### src/rtl/tbref.sv
module tbref #(
  parameter int W = 32
) (
  input  logic         clk,
  input  logic         rst_n,
  input  logic         tick,
  input  logic         freeze_in,
  input  logic         wr_en,
  input  logic [2:0]   addr,
  input  logic [W-1:0] wdata,
  output logic [W-1:0] rdata,
  output logic [7:0]   irq_level,
  output logic         dec_wrap
);
  localparam logic [2:0] A_CTRL = 3'd0, A_TBLO = 3'd1, A_TBHI = 3'd2,
                         A_DEC = 3'd3, A_REFA = 3'd4, A_REFB = 3'd5;

  logic [7:0]   level;
  logic         sta_a, sta_b, en_a, en_b, frz, run;
  logic [W-1:0] tb_lo, tb_hi, dec, ref_a, ref_b;
  logic [15:0]  ctrl;
  logic         go, wctrl;

  assign go    = tick && run && !(frz && freeze_in);
  assign wctrl = wr_en && addr == A_CTRL;
  assign ctrl  = {level, sta_a, sta_b, 2'b00, en_a, en_b, frz, run};

  always_ff @(posedge clk) begin
    if (!rst_n) begin
      {level, en_a, en_b, frz, run} <= '0;
      sta_a <= 1'b0;
      sta_b <= 1'b0;
    end else begin
      if (wctrl) {level, en_a, en_b, frz, run} <= {wdata[15:8], wdata[3:0]};
      sta_a <= (tb_lo == ref_a) || (sta_a && !(wctrl && wdata[7]));
      sta_b <= (tb_lo == ref_b) || (sta_b && !(wctrl && wdata[6]));
    end
  end

  always_ff @(posedge clk) begin
    if (!rst_n) begin
      tb_lo    <= '0;
      tb_hi    <= '0;
      dec      <= '0;
      ref_a    <= '1;
      ref_b    <= '1;
      dec_wrap <= 1'b0;
    end else begin
      dec_wrap <= go && dec == '0 && !(wr_en && addr == A_DEC);
      if (wr_en && addr == A_TBLO) tb_lo <= wdata;
      else if (go) begin
        tb_lo <= tb_lo + 1'b1;
        if (tb_lo == '1) tb_hi <= tb_hi + 1'b1;
      end
      if (wr_en && addr == A_DEC) dec <= wdata;
      else if (go) dec <= dec - 1'b1;
      if (wr_en && addr == A_REFA) ref_a <= wdata;
      if (wr_en && addr == A_REFB) ref_b <= wdata;
    end
  end

  always_comb begin
    case (addr)
      A_CTRL:  rdata = {{(W-16){1'b0}}, ctrl};
      A_TBLO:  rdata = tb_lo;
      A_TBHI:  rdata = tb_hi;
      A_DEC:   rdata = dec;
      A_REFA:  rdata = ref_a;
      A_REFB:  rdata = ref_b;
      default: rdata = '0;
    endcase
  end

  assign irq_level = ((sta_a && en_a) || (sta_b && en_b)) ? level : 8'd0;
endmodule

### config.mk
export PLATFORM = sky130hd
export DESIGN_NAME = tbref
export DESIGN_NICKNAME = d
export VERILOG_FILES = /design/src/rtl/tbref.sv
export SDC_FILE = /design/constraint.sdc
export NUM_CORES = 1
export LEC_CHECK = 0
export ABC_AREA = 1
export CORE_MARGIN = 2
export CORE_UTILIZATION = 29
export CTS_CLUSTER_DIAMETER = 120
export DETAILED_ROUTE_END_ITERATION = 16
export PLACE_DENSITY_LB_ADDON = 0.3
export SLEW_MARGIN = 10
export SYNTH_ARGS = -nofsm -noshare
export SYNTH_HDL_FRONTEND = slang
export SYNTH_SLANG_ARGS = --single-unit
### constraint.sdc
create_clock -name clk -period 2.16 [get_ports clk]
set_clock_uncertainty 0.1 [all_clocks]
set_input_delay 0.432 -clock clk [delete_from_list [all_inputs] [get_ports clk]]
set_output_delay 0.432 -clock clk [all_outputs]
set_load 0.05 [all_outputs]
==> results of run 1 <==
layout make-up:
type / instances / area (sq um) / area share, %
Timing Repair Buffer: 210 / 2520 / 16.9
Clock inverter: 13 / 173 / 1.16
Multi-Input combinational cell: 1318 / 6860 / 46.1
Tap cell: 511 / 639 / 4.30
Sequential cell: 175 / 3520 / 23.6
Inverter: 188 / 732 / 4.92
Clock buffer: 19 / 443 / 2.98
what timing repair did:
action,CTS,global route
gates resized for setup,92,77
setup endpoints to repair,40,46
setup buffers,7,3
pin swaps,25,31
gates cloned,0,2
hold endpoints to repair,0,0
flip-flops by register name (all words and copies together), names as in the netlist:
register and flops:
dec 32, ref_a 32, ref_b 32, tb_hi 32
tb_lo 32, level 8, dec_wrap 1, en_a 1
en_b 1, frz 1, run 1, sta_a 1
sta_b 1
power breakdown:
group	switching, mW	leakage (nW)	internal [mW]	total, mW
registers	0.125	1.43	3.31	3.44
logic	1.11	4.30	0.734	1.84
clock network	1.50	0.300	1.88	3.38
total	2.73	6.02	5.93	8.66
critical path: stages:
cell,delay (ns)
buf_8,0.08
inv_4,0.03
buf_6,0.11
nand2_4,0.07
clkinvlp_4,0.20
buf_4,0.20
a21oi_2,0.19
o211ai_1,0.19
buf_12,0.19
path summary, 6_finish.rpt:
path / from / end / cells after the start
worst min register to register: tb_hi[31] / tb_hi[31] / 2
worst min-delay path: rst_n / sta_a / 3
worst max-delay path: addr[2] / rdata[1] / 9
worst max register to register: tb_lo[3] / tb_lo[30] / 11
kinds of logic (layout without fill, tap and decap cells):
group                    after synthesis  in the layout
AND/OR/NAND/NOR                      888            888
AO/OA/AOI/OAI                        347            347
buffers and inverters                280            430
flip-flops                           175            175
XOR/XNOR                              80             80
adder cells (fa/ha/maj)                3              3
placed cells by master, fill, tap and decap left out, drive strengths merged, types with 58 or more instances in the layout:
cell	n
nor2	244
o21ai	58
inv	192
nand3	69
dfxtp	175
buf	167
a21oi	121
nand2	544
o211ai	58
per-layer routing:
layer	part of all wire [%]	vias up
li1	-	6038
met1	43	6094
met2	46	547
met3	8.2	75
met4	2.8	0
met5	0	-
per-stage QoR:
stage          setup TNS (ns)  hold slack, ns  setup slack (ns)  area (sq um)  total power, mW
6_report               -0.489           0.348           -0.0720         14900             8.66
5_1_grt                 -1.34           0.352            -0.101         14900             8.99
4_1_cts                -0.412           0.340           -0.0553         14500             8.63
3_5_place_dp           -55.12           0.364            -0.562         13600             5.21
3_3_place_gp           -55.26           0.364            -0.559         13600             5.20
2_1_floorplan          -0.526           0.344           -0.0703         11100             4.42
synthesized netlist by cell type (all sizes together):
cell | count | area share, %
nor3 | 4 | 0.23
or2 | 1 | 0.057
dfxtp | 175 | 32
clkbuf | 53 | 1.9
xnor2 | 53 | 4.2
xor2 | 27 | 2.1
nand3b | 10 | 0.68
clkinv | 1 | 0.045
nand3 | 69 | 3.3
o21ai | 58 | 2.6
buf | 39 | 1.9
nor2 | 244 | 8.7
ha | 3 | 0.34
a21oi | 121 | 5.5
a31o | 1 | 0.079
a22oi | 23 | 1.6
a211oi | 2 | 0.14
nand4 | 16 | 0.90
inv | 187 | 6.3
o221ai | 7 | 0.55
nand2 | 544 | 19
o22ai | 53 | 3.0
a221oi | 8 | 0.63
a31oi | 10 | 0.57
o2111ai | 6 | 0.47
o211ai | 58 | 3.9
==> results.yml, run 1 <==
floorplan:
  die_w_um: 199
  dieArea_sq_um: 39700
  dieHeight_um: 199
  core-area_sq_um: 37700
  fp-row-count: 71
  start_util_pct: 29.4
  ios: 81
global_routing:
  top_usage_layer: "met2"
  grt-ovfl-total: 0
  first_global_vias: 12200
  use_met1_pct: 33.0
  grt_pass1_wl_mm: 73.2
  grt.met2_usage_pct: 39.9
  antenna_found_initial: 0
  grt_start_max_net_pins: 74
  globalRouteMet3Util_pct: 4.22
  gr-usage-all-layers_pct: 24.7
logic_synthesis:
  yosys.area_share.simple_pct: 32.4
  syn_avg_cell_area_sq_um: 6.24
  synth_mux_area_share_pct: 0
  ys_types: 40
  synth_area_sq_um: 11100
  synth_top_family_by_area: "simple AND/OR/NAND/NOR gates"
  yosys_warnings: 0
  yosysSeqAreaShare_pct: 31.6
  synth_compound_area_share_pct: 19.0
  syn_inst: 1773
  synthAdderAreaFrac_pct: 0.339
  synth_xor_area_share_pct: 6.33
  syn_nets: 1816
  ys_ff_latch: 175
setup_path:
  rrSetupSlack_ns: 0.12
  crit_path_start_kind: "input pin"
  endpoint_kind: "output port"
  arrival_ns: 1.70
  cp_data_required_time_ns: 1.63
  crit_fanout: 6
  path_class: "in -> out"
run_status:
  violations: "setup timing"
  outcome: "complete, but fails checks"
timing:
  post-route-period-util_pct: 103
  finalSetupViolCount: 19
  final-hold-violation-count: 0
  min_period_ns: 2.23
  fmax_ghz: 0.448
  finalWorstSetupSlack_ns: -0.0720
  relSlewSlack_pct: 66.0
  slew_violations: 0
  tightest_slew_ns: 0.508
  rsz0062_at_grt: "true"
route:
  drcViolationCount: 0
  wl_per_cell_um: 19.9
  viasPerCell: 5.24
  ant_nets: 0
  drt_pre_antenna_iters: 7
  vias: 12800
  totalWireLength_mm: 48.4
  first_iter_violations: 1397
clock_tree:
  hold_buffers: 0
  clkTransAtPathRegs_ns: 0.08
  htree_levels: 4
  numCtsBuffers: 17
  cts_tree: "done"
  cts_sinks: 175
  cts.path.max_buffers: 2
  root_buffer: "clkbuf_16"
  clkLatencyLatePin_ns: 0.45
final_layout:
  fillers: 4046
  final_nets: 1953
  final_layout_size_suffix_gt1_share_pct: 17.1
  antennaDiodeCount: 0
  synthToLayoutAreaGrowth_pct: 34.4
  stdcell_count: 2434
  final_util_pct: 39.5
place:
  hpwl_mm: 37.2
  io_buffers: 80
  dp_cells: 2391
  gp_congestion: 1.01
pwr:
  power_density_nw_per_um2: 582
  p_leak_nw: 6.02
  ir_drop_mv: 0.587
hold_path:
  worstHoldPathType: "in -> reg"
job:
  drv_cap: 0
(Power assumes the default switching activity.)
==> inputs of run 2 (changes only) <==
--- a/config.mk
+++ b/config.mk
@@ -8,9 +8,9 @@
 export ABC_AREA = 1
 export CORE_MARGIN = 2
 export CORE_UTILIZATION = 29
+export CTS_BUF_LIST = sky130_fd_sc_hd__clkbuf_8
 export CTS_CLUSTER_DIAMETER = 120
 export DETAILED_ROUTE_END_ITERATION = 16
-export PLACE_DENSITY_LB_ADDON = 0.3
 export SLEW_MARGIN = 10
 export SYNTH_ARGS = -nofsm -noshare
 export SYNTH_HDL_FRONTEND = slang
==> results.yml, run 2 (same netlist as run 1, synthesis figures left out) <==
run_status:
  outcome: "complete, but fails checks"
  violations: "setup timing"
setup_path:
  cp_data_required_time_ns: 1.63
  crit_fanout: 5
  endpoint_kind: "output port"
  crit_path_cell_trace: "buf_8 -> buf_6 -> nor3_4 -> buf_6 -> buf_12 -> buf_8 -> nand2_4 -> nand4_1 -> buf_4 -> buf_12"
  path_class: "in -> out"
  crit_path_start_kind: "input pin"
  reg2regPathDepth: 10
  critical-path-max-stage-delay_ns: 0.20
  r2r_start: "tb_lo[0]"
  arrival_ns: 1.73
  rrSetupSlack_ns: 0.17
  r2r-end: "tb_lo[29]"
  cpMaxStageDelayCell: "nor3_4"
timing:
  finalWorstSetupSlack_ns: -0.102
  finalSetupViolCount: 13
  post-route-period-util_pct: 105
  tightest_slew_ns: 0.864
  fmax_ghz: 0.442
  min_period_ns: 2.26
  relSlewSlack_pct: 42.4
  final-hold-violation-count: 0
  rsz0062_at_grt: "true"
  slew_violations: 0
pwr:
  ir_drop_mv: 0.389
  power_density_nw_per_um2: 502
  p_leak_nw: 6.03
final_layout:
  final_layout_size_suffix_gt1_share_pct: 20.3
  stdcell_count: 2440
  synthToLayoutAreaGrowth_pct: 34.7
  register_area_sq_um: 3580
  final_nets: 1959
  layout_common_cells: "nand2_1, nor2_1, inv_1"
  final_util_pct: 39.6
  multi_input_area_sq_um: 6960
  fillers: 4055
  layout_commonest_cell: "nand2_1"
global_routing:
  grt_start_max_net_pins: 74
  grt_pass1_wl_mm: 72.0
  gr-usage-all-layers_pct: 24.6
  first_global_vias: 11800
  grt-ovfl-total: 0
  antenna_found_initial: 4
place:
  dp_cells: 2381
  io_buffers: 80
  hpwl_mm: 36.6
  gp_congestion: 0.953
hold_path:
  worstHoldPathType: "reg -> reg"
  hold_end: "sta_b"
  worst_hold_startpoint: "sta_b"
  min_path_cells: 2
floorplan:
  core-area_sq_um: 37700
  dieHeight_um: 199
  fp-row-count: 71
  start_util_pct: 29.4
  dieArea_sq_um: 39700
  ios: 81
  die_w_um: 199
route:
  drt_pre_antenna_iters: 6
  wl_per_cell_um: 19.9
  totalWireLength_mm: 48.6
  viasPerCell: 5.25
  vias: 12800
  ant_nets: 0
  first_iter_violations: 1537
  drcViolationCount: 0
clock_tree:
  root_buffer: "clkbuf_8"
  cts_tree: "done"
  htree_levels: 4
  cts.path.max_buffers: 2
  cts_sinks: 175
  clkLatencyLatePin_ns: 0.51
  numCtsBuffers: 17
  hold_buffers: 0
  clkTransAtPathRegs_ns: 0.09
job:
  drv_cap: 0
[run 2: layout make-up]
class	instances	share of cell area (%)
repair buffers	216	17.7
inverters	188	4.97
clock buffers	18	1.66
flip-flops and latches	175	24.0
multi-input cells	1318	46.7
diodes	1	0.0168
clock inverters	13	0.638
well taps	511	4.29
[run 2: what timing repair did]
action                     in CTS  in global routing
setup buffers                  18                 10
setup endpoints to repair      41                 48
gates resized for setup       153                116
pin swaps                      30                 26
cloned                          4                  0
[run 2: through the flow]
stage	cell area [sq um]	setup TNS (ns)	worst slack, ns	power, mW	hold WS (ns)
finish	14900	-0.555	-0.102	7.49	0.388
global route	14900	-1.23	-0.114	7.81	0.404
floorplan	11100	-0.526	-0.0703	4.42	0.344
global placement	13600	-48.48	-0.571	5.21	0.362
CTS	14600	-0.784	-0.0865	7.51	0.371
detailed placement	13600	-50.74	-0.642	5.22	0.371
[run 2: power breakdown]
group	switching (mW)	internal (mW)	total, mW
clock network	1.36	0.821	2.18
registers	0.122	3.31	3.43
logic	1.12	0.759	1.88
total	2.61	4.89	7.49
[run 2: worst max-delay path by stage]
stage | slack [ns] | cells past startpoint | to | from
2_1_floorplan | -0.07 | 5 | rdata[21] | addr[0]
3_3_place_gp | -0.57 | 10 | rdata[21] | addr[2]
3_5_place_dp | -0.64 | 8 | rdata[9] | addr[1]
4_1_cts | -0.09 | 9 | rdata[29] | addr[2]
5_1_grt | -0.11 | 10 | rdata[20] | addr[0]
6_report | -0.10 | 10 | rdata[16] | addr[0]
[run 2: routing by layer]
layer / vias up / wire length (um) / track usage (%)
met5: - / 8 / 0
met4: 2 / 1550 / 9.19
met3: 97 / 4620 / 5.62
met2: 594 / 21900 / 39.2
met1: 6052 / 20500 / 32.5
li1: 6063 / - / -
[run 2: critical path, delay by kind of cell]
| kind | cells | cell delay (ns) |
|---|---|---|
| buffers and inverters | 7 | 0.91 |
| and+or+nand+nor | 3 | 0.39 |
==> inputs of run 3 (changes only) <==
--- a/config.mk
+++ b/config.mk
@@ -6,11 +6,13 @@
 export NUM_CORES = 1
 export LEC_CHECK = 0
 export ABC_AREA = 1
+export CORE_ASPECT_RATIO = 1.2
 export CORE_MARGIN = 2
 export CORE_UTILIZATION = 29
 export CTS_BUF_LIST = sky130_fd_sc_hd__clkbuf_8
 export CTS_CLUSTER_DIAMETER = 120
 export DETAILED_ROUTE_END_ITERATION = 16
+export PLACE_DENSITY_LB_ADDON = 0.2
 export SLEW_MARGIN = 10
 export SYNTH_ARGS = -nofsm -noshare
 export SYNTH_HDL_FRONTEND = slang
==> results.yml, run 3 (same netlist as run 1, synthesis figures left out) <==
run_status:
  outcome: "complete, but fails checks"
  violations: "setup timing"
timing:
  whs_ns: 0.281
  min_period_ns: 2.30
  relSlewSlack_pct: 60.3
  rsz0062_at_grt: "true"
  slew_violations: 0
  final-hold-violation-count: 0
  tightest_slew_ns: 0.596
  fmax_ghz: 0.435
  finalWorstSetupSlack_ns: -0.141
  finalSetupTns_ns: -1.49
  finalSetupViolCount: 31
  post-route-period-util_pct: 107
route:
  wl_per_cell_um: 19.8
  viasPerCell: 5.12
  ant_nets: 0
  vias: 12500
  first_iter_violations: 943
  totalWireLength_mm: 48.1
  drcViolationCount: 0
  drt_pre_antenna_iters: 5
clock_tree:
  cts_tree: "done"
  root_buffer: "clkbuf_8"
  htree_levels: 4
  numCtsBuffers: 17
  clkTransAtPathRegs_ns: 0.11
  clkLatencyLatePin_ns: 0.53
  cts.path.max_buffers: 2
  cts_sinks: 175
floorplan:
  dieHeight_um: 218
  start_util_pct: 29.3
  dieArea_sq_um: 39800
  fp-row-count: 78
  core-area_sq_um: 37800
  die_w_um: 182
  ios: 81
final_layout:
  antennaDiodeCount: 0
  fillers: 4004
  register_area_sq_um: 3560
  layout_commonest_cell: "nand2_1"
  final_nets: 1984
  final_util_pct: 40.1
  synthToLayoutAreaGrowth_pct: 36.8
  multi_input_area_sq_um: 7030
  layout_common_cells: "nand2_1, nor2_1, dfxtp_1"
  final_layout_size_suffix_gt1_share_pct: 21.2
pwr:
  p_leak_nw: 6.16
  power_density_nw_per_um2: 520
  pwr-share-clk_pct: 32.3
  combinationalPowerShare_pct: 24.2
  p_sw_share_pct: 34.1
  p_switching_mw: 2.69
  ir_drop_mv: 0.365
  intPower_mw: 5.19
  seqPwrFrac_pct: 43.4
job:
  drv_cap: 0
place:
  gp_congestion: 0.970
  dp_slack_ns: -0.650
  io_buffers: 80
  hpwl_mm: 38.3
setup_path:
  arrival_ns: 1.77
  crit_path_start_kind: "input pin"
  crit_buf_inv: 5
  cp_data_required_time_ns: 1.63
  crit_fanout: 5
  cpMaxStageDelayCell: "o211ai_1"
  critPathTopFamily: "buffers and inverters"
  critical-path-max-stage-delay_ns: 0.27
  path_class: "in -> out"
  endpoint_kind: "output port"
  crit_path_cell_trace: "buf_8 -> buf_6 -> nand2_1 -> inv_2 -> buf_4 -> a221oi_4 -> o211ai_1 -> clkbuf_16"
global_routing:
  antenna_found_initial: 0
  first_global_vias: 11900
  grt_start_max_net_pins: 74
  grt-ovfl-total: 0
  grt_pass1_wl_mm: 72.4
  gr-usage-all-layers_pct: 24.4
hold_path:
  worstHoldPathType: "in -> reg"
[run 3: cell types whose count changed in the layout (fill, tap and decap cells not counted), moves of 6 or more]
cell	previous run	this run
buf_4	100	125
dfxtp_1	133	142
inv_2	37	28
dfxtp_2	31	25
o22ai_1	49	43
o22ai_2	2	8
[run 3: per-stage QoR]
step           area (sq um)  std cells  total power, mW
4_1_cts               14800       2429             7.90
3_3_place_gp          13700       2377             5.24
3_5_place_dp          13700       2377             5.25
6_report              15100       2434             7.88
5_1_grt               15100       2434             8.22
2_1_floorplan         11100       1773             4.42
[run 3: repair_timing]
action                                 in CTS  in global routing
pin swaps                                  29                 21
gates resized for setup                   168                 93
setup buffers                              27                  8
gates cloned                                0                  0
setup endpoints to repair                  41                 60
hold buffers                                0                  0
endpoints found under the hold margin       0                  0
[run 3: final cells by class]
type                       count  area share, %
tap                          480           3.97
multi-input combinational   1318           46.4
sequential                   175           23.5
clock buffer                  19           1.73
clock inverter                13           1.01
timing repair buffer         241           18.3
inverter                     188           5.00
[run 3: per-layer routing]
metal	track usage [%]	vias to the layer above	part of all wire, %
met5	0	-	0
li1	-	6097	-
met1	30.7	5918	43
met3	2.76	84	4.7
met2	42.5	370	49
met4	10.1	0	3.8
[run 3: final timing paths]
kind	start	end	slack, ns	cells past startpoint
worst max-delay path	addr[2]	rdata[12]	-0.14	8
worst min-delay path	rst_n	ref_a[8]	0.28	3
worst max register to register	tb_lo[10]	tb_hi[18]	0.13	10
worst min register to register	tb_hi[29]	tb_hi[29]	0.39	2
[run 3: worst reg2reg max path: stages, from the launching register on]
cell and delay [ns]:
dfxtp_4 0.38, buf_4 0.15, buf_4 0.12, nand2_1 0.10
nor2_1 0.20, nand2_1 0.14, nor2_4 0.15, nand3_4 0.14
buf_4 0.26, nand2_1 0.10, a21oi_1 0.06
[run 3: power by group through the flow]
stage,sequential (mW),combinational [mW],clock [mW]
after global routing,3.43,2.05,2.74
after floorplan,3.44,0.982,0
final,3.42,1.91,2.55
after CTS,3.41,1.88,2.60
after global placement,3.48,1.76,0
after detailed placement,3.48,1.77,0
